===== src/rtl/sciu_pkg.sv =====
package sciu_pkg;
  localparam int FLAG_W   = 6;
  localparam int BIT_TEND = 0;
  localparam int BIT_TXE  = 1;
  localparam int BIT_RXF  = 2;
  localparam int BIT_OVR  = 3;
  localparam int BIT_FRM  = 4;
  localparam int BIT_PAR  = 5;
  localparam logic [FLAG_W-1:0] FLAG_RST = 6'b000011;

  localparam int NUM_SRC  = 4;
  localparam int SRC_W    = $clog2(NUM_SRC);
  // request index equals priority rank, 0 highest
  localparam int SRC_ERR  = 0;
  localparam int SRC_RXF  = 1;
  localparam int SRC_TXE  = 2;
  localparam int SRC_TEND = 3;
endpackage


===== src/rtl/sciu_flag_bank.sv =====
module sciu_flag_bank #(
  parameter int            W       = 6,
  parameter logic [W-1:0]  RST_VAL = '0
) (
  input  logic         clk_i,
  input  logic         rst_ni,
  input  logic [W-1:0] set_i,
  input  logic [W-1:0] hw_clr_i,
  input  logic         rd_i,
  input  logic         wr_i,
  input  logic [W-1:0] wdata_i,
  output logic [W-1:0] flags_o
);
  logic [W-1:0] flag_q;
  logic [W-1:0] arm_q;
  logic [W-1:0] cpu_clr;

  assign cpu_clr = {W{wr_i}} & arm_q & ~wdata_i;

  // arm bits remember which flags were seen as 1 by the last read
  always_ff @(posedge clk_i or negedge rst_ni) begin
    if (!rst_ni)   arm_q <= '0;
    else if (rd_i) arm_q <= flag_q;
    else if (wr_i) arm_q <= '0;
  end

  for (genvar g = 0; g < W; g++) begin : g_flag
    always_ff @(posedge clk_i or negedge rst_ni) begin
      if (!rst_ni)                        flag_q[g] <= RST_VAL[g];
      else if (set_i[g])                  flag_q[g] <= 1'b1;
      else if (cpu_clr[g] || hw_clr_i[g]) flag_q[g] <= 1'b0;
    end

    AST_SET_WINS: assert property (@(posedge clk_i) disable iff (!rst_ni)
      set_i[g] |=> flag_q[g]);
    AST_NO_BLIND_CLR: assert property (@(posedge clk_i) disable iff (!rst_ni)
      (flag_q[g] && !arm_q[g] && !hw_clr_i[g]) |=> flag_q[g]);
    AST_HW_CLR: assert property (@(posedge clk_i) disable iff (!rst_ni)
      (hw_clr_i[g] && !set_i[g]) |=> !flag_q[g]);
  end

  assign flags_o = flag_q;
endmodule


===== src/rtl/sciu_req_gen.sv =====
module sciu_req_gen
  import sciu_pkg::*;
(
  input  logic               clk_i,
  input  logic               rst_ni,
  input  logic [FLAG_W-1:0]  flags_i,
  input  logic               en_txe_i,
  input  logic               en_tend_i,
  input  logic               en_rx_i,
  output logic [NUM_SRC-1:0] act_o,
  output logic [NUM_SRC-1:0] req_o
);
  logic [NUM_SRC-1:0] req_q;
  logic               any_err;

  assign any_err = flags_i[BIT_OVR] | flags_i[BIT_FRM] | flags_i[BIT_PAR];

  always_comb begin
    act_o           = '0;
    act_o[SRC_ERR]  = any_err           & en_rx_i;
    act_o[SRC_RXF]  = flags_i[BIT_RXF]  & en_rx_i;
    act_o[SRC_TXE]  = flags_i[BIT_TXE]  & en_txe_i;
    act_o[SRC_TEND] = flags_i[BIT_TEND] & en_tend_i;
  end

  always_ff @(posedge clk_i or negedge rst_ni) begin
    if (!rst_ni) req_q <= '0;
    else         req_q <= act_o;
  end

  assign req_o = req_q;

  AST_RX_GATE: assert property (@(posedge clk_i) disable iff (!rst_ni)
    !en_rx_i |=> (!req_q[SRC_ERR] && !req_q[SRC_RXF]));
  AST_TXE_GATE: assert property (@(posedge clk_i) disable iff (!rst_ni)
    !en_txe_i |=> !req_q[SRC_TXE]);
  AST_TEND_GATE: assert property (@(posedge clk_i) disable iff (!rst_ni)
    !en_tend_i |=> !req_q[SRC_TEND]);
endmodule


===== src/rtl/sciu_prio_enc.sv =====
module sciu_prio_enc #(
  parameter int N  = 4,
  localparam int CW = (N > 1) ? $clog2(N) : 1
) (
  input  logic          clk_i,
  input  logic          rst_ni,
  input  logic [N-1:0]  act_i,
  output logic [CW-1:0] code_o,
  output logic          valid_o
);
  logic [N-1:0]  higher;
  logic [N-1:0]  grant;
  logic [CW-1:0] code_d;
  logic [CW-1:0] code_q;
  logic          valid_q;

  assign higher[0] = 1'b0;
  for (genvar i = 1; i < N; i++) begin : g_chain
    assign higher[i] = higher[i-1] | act_i[i-1];
  end
  assign grant = act_i & ~higher;

  always_comb begin
    code_d = '0;
    for (int i = 0; i < N; i++)
      if (grant[i]) code_d = code_d | CW'(i);
  end

  always_ff @(posedge clk_i or negedge rst_ni) begin
    if (!rst_ni) begin
      code_q  <= '0;
      valid_q <= 1'b0;
    end else begin
      code_q  <= code_d;
      valid_q <= |act_i;
    end
  end

  assign code_o  = code_q;
  assign valid_o = valid_q;
endmodule


===== src/rtl/sciu_irq_unit.sv =====
module sciu_irq_unit
  import sciu_pkg::*;
(
  input  logic              clk_i,
  input  logic              rst_ni,
  input  logic              txe_set_i,
  input  logic              tend_set_i,
  input  logic              rxf_set_i,
  input  logic              ovr_set_i,
  input  logic              frm_set_i,
  input  logic              par_set_i,
  input  logic              en_txe_i,
  input  logic              en_tend_i,
  input  logic              en_rx_i,
  input  logic              dma_tx_done_i,
  input  logic              dma_rx_done_i,
  input  logic              stat_rd_i,
  input  logic              stat_wr_i,
  input  logic [FLAG_W-1:0] stat_wdata_i,
  output logic [FLAG_W-1:0] stat_o,
  output logic              req_rxerr_o,
  output logic              req_rxfull_o,
  output logic              req_txempty_o,
  output logic              req_txend_o,
  output logic              dma_tx_req_o,
  output logic              dma_rx_req_o,
  output logic [SRC_W-1:0]  src_code_o,
  output logic              src_valid_o
);
  logic [FLAG_W-1:0]  set_vec;
  logic [FLAG_W-1:0]  hw_clr;
  logic [FLAG_W-1:0]  flags;
  logic [NUM_SRC-1:0] act;
  logic [NUM_SRC-1:0] req;

  always_comb begin
    set_vec           = '0;
    set_vec[BIT_TEND] = tend_set_i;
    set_vec[BIT_TXE]  = txe_set_i;
    set_vec[BIT_RXF]  = rxf_set_i;
    set_vec[BIT_OVR]  = ovr_set_i;
    set_vec[BIT_FRM]  = frm_set_i;
    set_vec[BIT_PAR]  = par_set_i;
    hw_clr            = '0;
    hw_clr[BIT_TXE]   = dma_tx_done_i;
    hw_clr[BIT_RXF]   = dma_rx_done_i;
  end

  sciu_flag_bank #(.W(FLAG_W), .RST_VAL(FLAG_RST)) u_flags (
    .clk_i    (clk_i),
    .rst_ni   (rst_ni),
    .set_i    (set_vec),
    .hw_clr_i (hw_clr),
    .rd_i     (stat_rd_i),
    .wr_i     (stat_wr_i),
    .wdata_i  (stat_wdata_i),
    .flags_o  (flags)
  );

  sciu_req_gen u_req (
    .clk_i     (clk_i),
    .rst_ni    (rst_ni),
    .flags_i   (flags),
    .en_txe_i  (en_txe_i),
    .en_tend_i (en_tend_i),
    .en_rx_i   (en_rx_i),
    .act_o     (act),
    .req_o     (req)
  );

  sciu_prio_enc #(.N(NUM_SRC)) u_prio (
    .clk_i   (clk_i),
    .rst_ni  (rst_ni),
    .act_i   (act),
    .code_o  (src_code_o),
    .valid_o (src_valid_o)
  );

  assign stat_o        = flags;
  assign req_rxerr_o   = req[SRC_ERR];
  assign req_rxfull_o  = req[SRC_RXF];
  assign req_txempty_o = req[SRC_TXE];
  assign req_txend_o   = req[SRC_TEND];
  assign dma_tx_req_o  = req[SRC_TXE];
  assign dma_rx_req_o  = req[SRC_RXF];

  AST_CODE_HIT: assert property (@(posedge clk_i) disable iff (!rst_ni)
    src_valid_o |-> req[src_code_o]);
  AST_VALID_ANY: assert property (@(posedge clk_i) disable iff (!rst_ni)
    src_valid_o == (|req));
  AST_ERR_TOP: assert property (@(posedge clk_i) disable iff (!rst_ni)
    req[SRC_ERR] |-> (src_code_o == SRC_W'(SRC_ERR)));
  AST_ERR_NO_DMA: assert property (@(posedge clk_i) disable iff (!rst_ni)
    (req[SRC_ERR] && !req[SRC_RXF]) |-> !dma_rx_req_o);
  AST_TEND_NO_DMA: assert property (@(posedge clk_i) disable iff (!rst_ni)
    (req[SRC_TEND] && !req[SRC_TXE]) |-> !dma_tx_req_o);
endmodule


===== config.mk =====
export PLATFORM = sky130hd
export DESIGN_NAME = sciu_irq_unit
export DESIGN_NICKNAME = d
export VERILOG_FILES = /design/src/rtl/sciu_pkg.sv /design/src/rtl/sciu_flag_bank.sv /design/src/rtl/sciu_req_gen.sv /design/src/rtl/sciu_prio_enc.sv /design/src/rtl/sciu_irq_unit.sv
export SDC_FILE = /design/constraint.sdc
export NUM_CORES = 1
export LEC_CHECK = 0
export ABC_AREA = 1
export CAP_MARGIN = 20
export CELL_PAD_IN_SITES_DETAIL_PLACEMENT = 0
export CELL_PAD_IN_SITES_GLOBAL_PLACEMENT = 2
export CORE_MARGIN = 4
export CORE_UTILIZATION = 25
export CTS_BUF_LIST = sky130_fd_sc_hd__clkbuf_8
export DETAILED_ROUTE_END_ITERATION = 6
export PLACE_DENSITY_LB_ADDON = 0.08
export SYNTH_ARGS = -nofsm -noshare
export SYNTH_HDL_FRONTEND = slang
export SYNTH_SLANG_ARGS = --single-unit

===== constraint.sdc =====
create_clock -name clk_i -period 1.6 [get_ports clk_i]
set_clock_uncertainty 0.15 [all_clocks]
set_input_delay 0.32 -clock clk_i [delete_from_list [all_inputs] [get_ports clk_i]]
set_output_delay 0.32 -clock clk_i [all_outputs]
set_load 0.05 [all_outputs]

# Word-level counts from Yosys, hierarchy flattened
# Index checks and enable logic that the tools add are counted.
# totals
regBits	19
inputBits	21
word_cells	50
# op_classes
muxes	17
n_bitwise	13
reduce_logical	10
# op_table
op	n
nonzero test 2 bit	7
2-to-1 mux 1 bit	13
AND 6 bit	2
2-to-1 mux 6 bit	2
NOT 6 bit	1
AND 1 bit	4
AND 4 bit	1
2-to-1 mux 2 bit	2
NOT 4 bit	1
OR 1 bit	4
OR reduction 4 bit	1
logical OR 1 bit	2

# Depth between registers and ports, before layout
# logic_depth
ltp_word	10
ltp_mapped	5
mapped_depth_nobuf	5

# Modules after synthesis
# From an unflattened synthesis, not the netlist that was laid out.
# hier_totals
cells_unflattened	96
area_unflattened_um2	808.3
# modules_own_cells
module	n_inst	cells_each	area_each_um2	seq_area_each_um2
sciu_flag_bank	1	68	535.5	302.8
sciu_req_gen	1	14	142.6	100.1
sciu_prio_enc	1	11	111.4	75.1
sciu_irq_unit	1	3	18.8	0.0

# Worst setup path after synthesis
# No wires, ideal clock.
# synth_timing
path_type	reg2out
start	register u_req.req_q[1] (netlist: u_req.req_o[1])
end	output port req_rxfull_o
arrival_ns	0.886
required_time_ns	1.130
path_slack_ns	0.244
stages_incl_launch_ff	2
n_path_buf	1
path_cell_list	dfrtp_1 buf_4
# synth_lines
element	line	text
from (decl)	sciu_req_gen.sv:13	logic [NUM_SRC-1:0] req_q;
from (signal assigned)	sciu_req_gen.sv:28	else req_q <= act_o;
to (decl)	sciu_irq_unit.sv:22	output logic req_rxfull_o,
# No word-level cell between the ends.

# Worst setup path after layout
# layout_timing
start	register u_flags.flag_q[1] (netlist: u_flags.flags_o[1])
end	output port stat_o[1]
# layout_lines
element	line	text
from (decl)	sciu_flag_bank.sv:14	logic [W-1:0] flag_q;
from (signal, indexed assignment)	sciu_flag_bank.sv:29	if (!rst_ni) flag_q[g] <= RST_VAL[g];
to (decl)	sciu_irq_unit.sv:20	output logic [FLAG_W-1:0] stat_o,
# No word-level cell between the ends.

==> impl_results.md <==
- Worst endpoint required time: about 1.1 ns
- # diodes: 0
- Final Net Count: 144
- CTS max path bufs: 2
- Slowest cell on the critical path: dfstp_2
- Number of global-route vias before repair: 632
- Final setup margin: around 0.14 ns
- Clock Pin Slew Worst Setup and Hold Paths: roughly 0.07 ns
- Post-synthesis register bit count: 19
- Share of layout cells above drive strength 1: 0.230
- Post-layout util: 0.478
- Crit path cell chain: buf_12
- Post-Syn Nets: about 100
- Synth unique cells: 13
- Final non-filler cell total: 153
- Pre-CTS setup slack: around 0.004 ns
- Mapped Area: 777 um^2
- CP Depth: 1
- Core Rows: 19
- Clock Tree Root: clkbuf_8
- H-tree lvl count: 1
- Die height: around 64 um
- Fin crit period: around 1.5 ns
- Post-synth top area share: 0.548
- Port bufs: 35
- Critical setup path kind: reg2out
- Top fanout value on the critical path: 4
- Number of CTS-inserted buffers: 3
- Final Hold Vio Count: 0
- Pwr Density: 890 nW/um^2
- Status: finished clean
- Post-Route WL: between 1500 and 2000 um
- Post-Place Cells: ~150
- Worst Path Buf+Inv: 1
- DRC violation count after routing: 0
- CTS sink cnt: 19
- Slew @ Worst Pin: 0.286 ns
- Area leader, netlist: dfrtp_1
- Startpoint types: flop
- Die area: 4060 um^2
- Worst vdd ir: between 0.5 and 0.6 mV
- Fin Setup TNS: 0 ns
- Worst Setup EP: stat_o[1]
- 1st-iter DRT viols: 15
- Setup crit end kind: primary output
- Final Cycle Share: 0.914
- Static Leak: 0.000685 uW
- RD Place Congestion: 0.718
- RSZ-0062 raised after global routing: no
- Ys async rst share: 1.00
- Synth cell count leaders: nand2_1 (22), inv_1 (18), dfrtp_1 (17), nor2_1 (6)
- Sequential area share after synthesis: 0.615
- Area Growth Syn to Fin: 75.4%
- Hpwl dp: 1370 um
- Yosys warns: 0
- Die Wd: 63.8 um
- Core ar.: 2850 um^2
- Mapped Cells: 83
- Crit-path max cell delay: around 0.6 ns
- Crit path arrival time: approximately 0.99 ns
- Fmax: slightly below 700 MHz
- Largest delay share family, worst path: flip-flops
- First-pass GRT wire length: 2860 um
- Final ANT Viol Nets: 0
- Most numerous cell in the Yosys netlist: nand2_1
- Syn avg cell area: approximately 9.4 um^2
- R2R cell count: 4
- Post-synth EDFFs: 0
- Initial antenna violation count: 0
- CTS Hold Bufs: 0
- Max-Cap Viols: 0
- Post-CTS Setup Inserts: 0
- Io pins: 36
- Worst R2R Setup Slack: ~0.47 ns
- Largest net degree at the start of global routing: 20
- Resized cells post-CTS: 0
- Rel. slew slack: 0.808
- HP Class: in2async
- Top FF cell, synth: dfrtp_1
- Final Setup Violations: 0
- Crit path from: u_flags.flags_o[1]$_DFFE_PN1P_
- 1st-pass router iterations: 2
- R2r startpoint: u_flags.flags_o[0]$_DFFE_PN1P_
- Drt wl/cell: 11.2 um
- Grt ovf: 0
- Final slew viol count: 0
- Clk_lat worst skew: roughly 0.25 ns
- CTS tree: yes
- Vias per std cell: approximately 4.2
- Starting Density: 0.272
- Ranking of synthesized cells by area: dfrtp_1 (55%), nand2_1 (11%), inv_1 (8.7%)
- Total global-route track usage: 0.0920
- Via count: approximately 640
- Capturing point of the worst reg2reg path: u_prio.code_o[0]$_DFF_PN0_
-- per-stage QoR --
stage | total power (uW) | area, um^2 | hold slack [ns]
after detailed placement | 893 | 1320 | 0.373
after global placement | 891 | 1320 | 0.367
after floorplan | 698 | 777 | -0.126
after CTS | 1230 | 1360 | 0.255
after global routing | 1280 | 1360 | 0.271
final | 1210 | 1360 | 0.247
-- layer usage --
metal,wire length [um],up-vias,GRT usage
met4,7,0,0.0243
li1,-,325,-
met3,127,2,0.0420
met2,792,24,0.147
met5,0,-,0
met1,781,293,0.112
-- flip-flops by register name, summed over array words and instances (netlist names) --
register	cells
u_prio.valid_o	1
u_req.req_o	4
u_prio.code_o	2
u_flags.flags_o	6
u_flags.arm_q	6
-- worst min path at each step --
stage / start / to / slack, ns / cells past startpoint
2_1_floorplan: rst_ni / u_flags.arm_q[0]$_DFFE_PN0P_ / -0.13 / 0
3_3_place_gp: u_flags.arm_q[5]$_DFFE_PN0P_ / u_flags.arm_q[5]$_DFFE_PN0P_ / 0.37 / 2
3_5_place_dp: u_flags.arm_q[5]$_DFFE_PN0P_ / u_flags.arm_q[5]$_DFFE_PN0P_ / 0.37 / 2
4_1_cts: rst_ni / u_req.req_o[2]$_DFF_PN0_ / 0.26 / 2
5_1_grt: rst_ni / u_req.req_o[2]$_DFF_PN0_ / 0.27 / 2
6_report: rst_ni / u_req.req_o[2]$_DFF_PN0_ / 0.25 / 2
-- cell families after synthesis --
kind of cell	Yosys count	share of synthesized area
AO/OA/AOI/OAI	14	0.126
buffers and inverters	20	0.106
flip-flops	19	0.615
AND/OR/NAND/NOR	30	0.153
-- layout make-up --
type | count | area (um^2)
fill | 278 | 1490
timing repair buffer | 37 | 515
sequential | 19 | 478
multi-input combinational | 44 | 216
inverter | 18 | 67.6
clock buffer | 3 | 41.3
tap | 31 | 38.8
clock inverter | 1 | 5.00
-- report_power, final --
group	switching [uW]	internal (uW)
Clock	160	173
Sequential	34.4	518
Combinational	159	167
Total	353	859
-- layout by cell type, fill, tap and decap left out --
| cell type | n |
|---|---|
| or2_4 | 1 |
| o21ai_0 | 2 |
| clkbuf_8 | 3 |
| inv_1 | 18 |
| a21oi_1 | 2 |
| dfrtp_1 | 17 |
| nand3_1 | 1 |
| dfstp_2 | 2 |
| o21ai_2 | 4 |
| o22ai_1 | 2 |
| o21bai_1 | 4 |
| buf_12 | 15 |
| clkdlybuf4s50_1 | 20 |
| nor2_1 | 6 |
| buf_4 | 2 |
| nand2_1 | 22 |
| clkinv_2 | 1 |
No activity file was read; power rests on OpenSTA's default activity.
